File: config.mk
export PLATFORM = sky130hd
export DESIGN_NAME = usb_out_ep_ctrl
export DESIGN_NICKNAME = d
export VERILOG_FILES = /design/src/rtl/usb_oep_pkg.sv /design/src/rtl/usb_oep_dec.sv /design/src/rtl/usb_oep_state.sv /design/src/rtl/usb_oep_toggle.sv /design/src/rtl/usb_out_ep_ctrl.sv
export SDC_FILE = /design/constraint.sdc
export NUM_CORES = 1
export LEC_CHECK = 0
export BUFFER_PORTS_ARGS = -buffer_cell sky130_fd_sc_hd__clkbuf_2
export CAP_MARGIN = 20
export CELL_PAD_IN_SITES_DETAIL_PLACEMENT = 0
export CELL_PAD_IN_SITES_GLOBAL_PLACEMENT = 2
export CORE_UTILIZATION = 24
export CTS_BUF_LIST = sky130_fd_sc_hd__clkbuf_4
export CTS_CLUSTER_DIAMETER = 200
export DETAILED_ROUTE_END_ITERATION = 8
export GPL_TIMING_DRIVEN = 0
export PLACE_DENSITY_LB_ADDON = 0.1
export SLEW_MARGIN = 20
export SYNTH_ARGS = -nofsm -noshare
export SYNTH_HDL_FRONTEND = slang
export SYNTH_SLANG_ARGS = --single-unit
File: constraint.sdc
create_clock -name clk_i -period 3 [get_ports clk_i]
set_input_delay 0.3 -clock clk_i [delete_from_list [all_inputs] [get_ports clk_i]]
set_output_delay 0.3 -clock clk_i [all_outputs]
set_load 0.03 [all_outputs]
File: src/rtl/usb_oep_pkg.sv
package usb_oep_pkg;

  typedef enum logic [1:0] {
    HS_NONE = 2'b00,
    HS_ACK  = 2'b01,
    HS_NAK  = 2'b10
  } hs_e;

  typedef enum logic [1:0] {
    EP_CTRL = 2'b00,
    EP_ISO  = 2'b01,
    EP_BULK = 2'b10,
    EP_INTR = 2'b11
  } ep_type_e;

  localparam int CMD_W      = 6;
  localparam int CMD_EN     = 0;
  localparam int CMD_DIS    = 1;
  localparam int CMD_SNAK   = 2;
  localparam int CMD_CNAK   = 3;
  localparam int CMD_PID0   = 4;
  localparam int CMD_PID1   = 5;
  localparam int MPS_W      = 7;
  localparam logic [MPS_W-1:0] MPS_MAX = 7'd64;

  function automatic logic [MPS_W-1:0] mps_bytes(input logic [1:0] code);
    return MPS_MAX >> code;
  endfunction

endpackage

File: src/rtl/usb_oep_dec.sv
module usb_oep_dec
  import usb_oep_pkg::*;
#(
  parameter int FREE_W = 10
) (
  input  logic              en_i,
  input  logic              dis_i,
  input  logic              nak_i,
  input  logic              pid_i,
  input  logic [1:0]        ep_type_i,
  input  logic [1:0]        mps_code_i,
  input  logic              pkt_valid_i,
  input  logic              pkt_setup_i,
  input  logic              pkt_pid_i,
  input  logic              pkt_last_i,
  input  logic              frame_odd_i,
  input  logic [FREE_W-1:0] fifo_free_i,
  output hs_e               hs_o,
  output logic              keep_o,
  output logic              flip_o,
  output logic              setup_ev_o,
  output logic              xfer_ev_o
);

  localparam int CMP_W = (FREE_W > MPS_W) ? FREE_W : MPS_W;

  logic [CMP_W-1:0] free_ext, need_ext;
  logic             room, blocked, is_iso;

  assign free_ext = CMP_W'(fifo_free_i);
  assign need_ext = CMP_W'(mps_bytes(mps_code_i));
  assign room     = free_ext >= need_ext;
  assign is_iso   = ep_type_i == EP_ISO;
  assign blocked  = !en_i || dis_i || nak_i || !room;

  always_comb begin
    hs_o       = HS_NONE;
    keep_o     = 1'b0;
    flip_o     = 1'b0;
    setup_ev_o = 1'b0;
    if (pkt_valid_i) begin
      if (pkt_setup_i) begin
        hs_o       = HS_ACK;
        keep_o     = 1'b1;
        setup_ev_o = 1'b1;
      end else if (is_iso) begin
        if (!blocked && (frame_odd_i == pid_i)) begin
          keep_o = 1'b1;
          flip_o = 1'b1;
        end
      end else if (blocked) begin
        hs_o = HS_NAK;
      end else begin
        hs_o = HS_ACK;
        if (pkt_pid_i == pid_i) begin
          keep_o = 1'b1;
          flip_o = 1'b1;
        end
      end
    end
  end

  assign xfer_ev_o = flip_o && pkt_last_i;

endmodule

File: src/rtl/usb_oep_state.sv
module usb_oep_state
  import usb_oep_pkg::*;
(
  input  logic             clk_i,
  input  logic             rst_ni,
  input  logic             cmd_wr_i,
  input  logic [CMD_W-1:0] cmd_i,
  input  logic             setup_ev_i,
  input  logic             xfer_ev_i,
  output logic             en_o,
  output logic             dis_o,
  output logic             nak_o,
  output logic             dis_done_o
);

  logic en_q, dis_q, nak_q;
  logic hw_clr, set_en, req_dis, set_nak, clr_nak;

  assign set_en  = cmd_wr_i && cmd_i[CMD_EN];
  assign req_dis = cmd_wr_i && cmd_i[CMD_DIS] && en_q;
  assign set_nak = (cmd_wr_i && cmd_i[CMD_SNAK]) || xfer_ev_i;
  assign clr_nak = cmd_wr_i && cmd_i[CMD_CNAK];
  assign hw_clr  = setup_ev_i || xfer_ev_i || dis_q;

  always_ff @(posedge clk_i or negedge rst_ni) begin
    if (!rst_ni) begin
      en_q  <= 1'b0;
      dis_q <= 1'b0;
      nak_q <= 1'b0;
    end else begin
      en_q <= (en_q || set_en) && !hw_clr;
      if (dis_q)        dis_q <= 1'b0;
      else if (req_dis) dis_q <= 1'b1;
      if (set_nak)      nak_q <= 1'b1;
      else if (clr_nak) nak_q <= 1'b0;
    end
  end

  assign en_o       = en_q;
  assign dis_o      = dis_q;
  assign nak_o      = nak_q;
  assign dis_done_o = dis_q;

  AST_DIS_ONLY_EN: assert property (@(posedge clk_i) disable iff (!rst_ni)
    $rose(dis_q) |-> $past(en_q));
  AST_DIS_CLEARS: assert property (@(posedge clk_i) disable iff (!rst_ni)
    dis_q |=> (!dis_q && !en_q));
  AST_NAK_SET_WINS: assert property (@(posedge clk_i) disable iff (!rst_ni)
    (cmd_wr_i && cmd_i[CMD_SNAK] && cmd_i[CMD_CNAK]) |=> nak_q);
  AST_EN_W1S: assert property (@(posedge clk_i) disable iff (!rst_ni)
    (cmd_wr_i && cmd_i[CMD_EN] && !setup_ev_i && !xfer_ev_i && !dis_q) |=> en_q);
  AST_XFER_NAK: assert property (@(posedge clk_i) disable iff (!rst_ni)
    xfer_ev_i |=> (nak_q && !en_q));

endmodule

File: src/rtl/usb_oep_toggle.sv
module usb_oep_toggle
  import usb_oep_pkg::*;
(
  input  logic             clk_i,
  input  logic             rst_ni,
  input  logic             cmd_wr_i,
  input  logic [CMD_W-1:0] cmd_i,
  input  logic             setup_ev_i,
  input  logic             flip_i,
  output logic             pid_o
);

  logic pid_q;
  logic force1, force0;

  assign force1 = cmd_wr_i && cmd_i[CMD_PID1];
  assign force0 = cmd_wr_i && cmd_i[CMD_PID0];

  // packet-driven updates take precedence over software forcing
  always_ff @(posedge clk_i or negedge rst_ni) begin
    if (!rst_ni)         pid_q <= 1'b0;
    else if (setup_ev_i) pid_q <= 1'b1;
    else if (flip_i)     pid_q <= !pid_q;
    else if (force1)     pid_q <= 1'b1;
    else if (force0)     pid_q <= 1'b0;
  end

  assign pid_o = pid_q;

  AST_SETUP_D1: assert property (@(posedge clk_i) disable iff (!rst_ni)
    setup_ev_i |=> pid_q);
  AST_FORCE1: assert property (@(posedge clk_i) disable iff (!rst_ni)
    (force1 && !setup_ev_i && !flip_i) |=> pid_q);
  AST_FORCE0: assert property (@(posedge clk_i) disable iff (!rst_ni)
    (force0 && !force1 && !setup_ev_i && !flip_i) |=> !pid_q);
  AST_FLIP: assert property (@(posedge clk_i) disable iff (!rst_ni)
    (flip_i && !setup_ev_i) |=> (pid_q != $past(pid_q)));

endmodule

File: src/rtl/usb_out_ep_ctrl.sv
module usb_out_ep_ctrl
  import usb_oep_pkg::*;
#(
  parameter int FREE_W = 10
) (
  input  logic              clk_i,
  input  logic              rst_ni,
  input  logic              cmd_wr_i,
  input  logic [5:0]        cmd_i,
  input  logic [1:0]        ep_type_i,
  input  logic [1:0]        mps_code_i,
  input  logic              pkt_valid_i,
  input  logic              pkt_setup_i,
  input  logic              pkt_pid_i,
  input  logic              pkt_last_i,
  input  logic              frame_odd_i,
  input  logic [FREE_W-1:0] fifo_free_i,
  output logic              ep_en_o,
  output logic              dis_pend_o,
  output logic              nak_o,
  output logic              exp_pid_o,
  output logic              hs_valid_o,
  output logic [1:0]        hs_o,
  output logic              data_keep_o,
  output logic              evt_setup_o,
  output logic              evt_dis_o,
  output logic              evt_xfer_o
);

  hs_e  hs_d, hs_q;
  logic en, dis, nak, pid;
  logic keep_d, flip, setup_ev, xfer_ev, dis_done;
  logic hs_valid_q, keep_q, evt_setup_q, evt_dis_q, evt_xfer_q;

  usb_oep_dec #(.FREE_W(FREE_W)) u_dec (
    .en_i        (en),
    .dis_i       (dis),
    .nak_i       (nak),
    .pid_i       (pid),
    .ep_type_i   (ep_type_i),
    .mps_code_i  (mps_code_i),
    .pkt_valid_i (pkt_valid_i),
    .pkt_setup_i (pkt_setup_i),
    .pkt_pid_i   (pkt_pid_i),
    .pkt_last_i  (pkt_last_i),
    .frame_odd_i (frame_odd_i),
    .fifo_free_i (fifo_free_i),
    .hs_o        (hs_d),
    .keep_o      (keep_d),
    .flip_o      (flip),
    .setup_ev_o  (setup_ev),
    .xfer_ev_o   (xfer_ev)
  );

  usb_oep_state u_state (
    .clk_i      (clk_i),
    .rst_ni     (rst_ni),
    .cmd_wr_i   (cmd_wr_i),
    .cmd_i      (cmd_i),
    .setup_ev_i (setup_ev),
    .xfer_ev_i  (xfer_ev),
    .en_o       (en),
    .dis_o      (dis),
    .nak_o      (nak),
    .dis_done_o (dis_done)
  );

  usb_oep_toggle u_toggle (
    .clk_i      (clk_i),
    .rst_ni     (rst_ni),
    .cmd_wr_i   (cmd_wr_i),
    .cmd_i      (cmd_i),
    .setup_ev_i (setup_ev),
    .flip_i     (flip),
    .pid_o      (pid)
  );

  always_ff @(posedge clk_i or negedge rst_ni) begin
    if (!rst_ni) begin
      hs_valid_q  <= 1'b0;
      hs_q        <= HS_NONE;
      keep_q      <= 1'b0;
      evt_setup_q <= 1'b0;
      evt_dis_q   <= 1'b0;
      evt_xfer_q  <= 1'b0;
    end else begin
      hs_valid_q  <= pkt_valid_i;
      hs_q        <= hs_d;
      keep_q      <= keep_d;
      evt_setup_q <= setup_ev;
      evt_dis_q   <= dis_done;
      evt_xfer_q  <= xfer_ev;
    end
  end

  assign ep_en_o     = en;
  assign dis_pend_o  = dis;
  assign nak_o       = nak;
  assign exp_pid_o   = pid;
  assign hs_valid_o  = hs_valid_q;
  assign hs_o        = hs_q;
  assign data_keep_o = keep_q;
  assign evt_setup_o = evt_setup_q;
  assign evt_dis_o   = evt_dis_q;
  assign evt_xfer_o  = evt_xfer_q;

  AST_SETUP_ACK: assert property (@(posedge clk_i) disable iff (!rst_ni)
    (pkt_valid_i && pkt_setup_i) |=> (hs_valid_o && hs_o == HS_ACK && data_keep_o));
  AST_NAK_BLOCKS: assert property (@(posedge clk_i) disable iff (!rst_ni)
    (pkt_valid_i && !pkt_setup_i && ep_type_i != EP_ISO && nak_o)
    |=> (hs_o == HS_NAK && !data_keep_o));
  AST_ISO_SILENT: assert property (@(posedge clk_i) disable iff (!rst_ni)
    (pkt_valid_i && !pkt_setup_i && ep_type_i == EP_ISO) |=> (hs_o == HS_NONE));
  AST_IDLE_QUIET: assert property (@(posedge clk_i) disable iff (!rst_ni)
    !hs_valid_o |-> (hs_o == HS_NONE && !data_keep_o));
  AST_DIS_EVT_EN_LOW: assert property (@(posedge clk_i) disable iff (!rst_ni)
    evt_dis_o |-> (!ep_en_o && !dis_pend_o));
  AST_EVT_EXCL: assert property (@(posedge clk_i) disable iff (!rst_ni)
    $onehot0({evt_setup_o, evt_xfer_o}));

endmodule

==> impl_metrics.ini <==
[setup_path]
path_max_fanout = 5
cp_cell_sequence = clkbuf_2 > or2_2 > ha_1 > or4_4 > nor2_1 > a21oi_1 > nand3_2 > mux2_1
cp_slowest_stage_delay_ns = 0.42
rr_worst_depth = 5
slowest_stage = or4_4
critPathLaunchType = primary input
crit_type = primary input to flip-flop
required_ns = 3.14
endpoint_kind = flip-flop
worstPathArrival_ns = 1.98

[pwr]
power_switching_mw = 0.104
p_leak_nw = 0.433
p_per_area_mw_per_mm2 = 458
pwr-share-comb = 0.250
clock_power_share = 0.288
irDropWorstVdd_v = 0.000211
swShare = 0.288
p_int_mw = 0.257
power_mw = 0.361
pwr-share-seq = 0.462

[clock_network]
post_cts_buffers = 0
cts-root-buf = clkbuf_4
numCtsBuffers = 3
cts.clk_slew.worst_paths_ns = 0.07
cts.sinks = 11
insertion_delay_ns = 0.26
tritoncts = built
clk_path_buf_depth = 2
htree_levels = 1

[timing]
setup-tns-final_ns = 0
hold_viol = 0
rsz0062_at_grt = false
setup_slack_ns = 1.16
period_needed_ns = 1.84
max_freq_mhz = 544
drv_slew = 0
finalSetupViolCount = 0
fin_crit_sh = 0.613
holdWs_ns = 0.220
slew_headroom = 0.799
final.setup_skew_ns = 0.00390
worst_pin_slew_ns = 0.302

[global_route]
top_usage_layer = met2
grt_overflow = 0
grtUsageTotal = 0.0980
grt_max_degree = 12
grtUsageMet1 = 0.123
antenna_found_initial = 0
grt_pass1_vias = 395
met3_usage = 0.0374
gr-usage-met2 = 0.148
grt_pass1_wl_um = 1730

[cells_and_area]
multi_input_area_um2 = 260
layout-drive-gt1-share = 0.467
area_growth_pct = 46.2
final_cell_mix = 35 x clkbuf_2, 11 x dfrtp_1, 8 x nand2_1
layout_commonest_cell = clkbuf_2
nFillCells = 233
fin_cells = 117
postLayoutCellArea_um2 = 788
n_antenna_cell = 0
final_core_util = 0.386
seq_area_um2 = 275
final_nets = 123

[detailed_routing]
drc_errors = 0
ant_nets = 0
detail_route.wl_per_cell_um = 9.26
vias_per_cell = 4.21
drt-initial-drc-count = 3
wirelength_um = 1080
vias = 492
first_pass_iters = 2

[run]
cap_violations = 0

[placed_design]
dp_worst_setup_slack_ns = 0.867
dp.cells = 112
dpl_cell_area_um2 = 748
gp_congestion = 0.638
io_buffers = 35
dpl.hpwl_um = 970

[logic_synthesis]
ys_warn_count = 0
synthCells = 50
ys_seq_area_frac = 0.510
syn_area_um2 = 539
ys_ff_latch = 11
syn-num-nets = 82
syn_area_per_cell_um2 = 10.8
yosys.cell_types.count = 22

[min_path]
min_path_type = primary input to flip-flop
worstHoldPathCells = 1

[die]
fp.dieArea_mm2 = 0.00244
io_pins = 39
dieHeight_um = 49.4
die_w_um = 49.4
core_mm2 = 0.00204
start_util = 0.264
rows = 16

[outcome]
status = finished clean
[worst paths after layout]
path	end	slack (ns)	from
setup / recovery	u_toggle.pid_o	1.16	mps_code_i[0]
hold / removal	hs_valid_o	0.22	pkt_valid_i
setup reg to reg	u_toggle.pid_o	1.36	u_state.dis_done_o
hold reg to reg	evt_dis_o	0.46	u_state.dis_done_o
max in group asynchronous	evt_setup_o	2.34	rst_ni
min in group asynchronous	data_keep_o	0.45	rst_ni
[area by class of cell]
class | instances | area share
sequential | 11 | 0.349
multi-input combinational | 38 | 0.330
timing repair buffer | 36 | 0.235
tap | 27 | 0.0429
clock buffer | 4 | 0.0381
inverter | 1 | 0.00476
[per-layer routing]
metal | vias to the layer above | part of all wire
met5 | - | 0
met1 | 208 | 0.48
met2 | 26 | 0.42
met4 | 0 | 0
li1 | 258 | -
met3 | 0 | 0.096
[synthesized netlist by cell type]
master    count  area [um^2]
or4_4         1         11.3
nand3_1       1         5.00
nor2_1        2         7.51
ha_1          4         50.1
a221o_1       1         10.0
o21a_1        2         15.0
o21ai_1       1         5.00
mux2i_1       1         10.0
o21ai_0       2         10.0
a21oi_1       2         10.0
nand2b_1      4         25.0
nor3_1        2         10.0
inv_1         1         3.75
dfrtp_1      11          275
nand2_1       8         30.0
xor2_1        1         8.76
or2_2         1         6.26
mux2_1        1         11.3
nor3b_1       1         7.51
nand3_2       1         10.0
a22oi_1       1         7.51
and4b_1       1         10.0
[critical path: cells and delay by family]
kind            cells  cell delay, ns
simple gates        4            0.95
mux                 1            0.33
fa+ha+maj           1            0.18
compound gates      1            0.12
buf+inv             1            0.10
[power by group through the flow]
stage	Combinational, mW	Sequential (mW)	Clock, mW
global placement	0.0906	0.170	0
global route	0.0996	0.169	0.118
detailed placement	0.0907	0.170	0
CTS	0.0921	0.167	0.109
finish	0.0901	0.167	0.104
floorplan	0.0290	0.193	0
[flip-flops by register name, indices dropped and copies added, names as in the netlist]
register	flops
data_keep_o	1
evt_dis_o	1
evt_setup_o	1
evt_xfer_o	1
hs_o	2
hs_valid_o	1
u_state.dis_done_o	1
u_state.en_o	1
u_state.nak_o	1
u_toggle.pid_o	1
[logic make-up after synthesis]
family          synth area share
mux                       0.0394
simple gates               0.227
compound gates             0.107
buf+inv                  0.00695
flops                      0.510
xor+xnor                  0.0162
fa+ha+maj                 0.0928
[timing repair]
action / in CTS / in global routing
hold buffers: 1 / 0
resized for setup: 0 / 0
endpoints found under the hold margin: 11 / 0
Power figures use the tool's default switching activity.
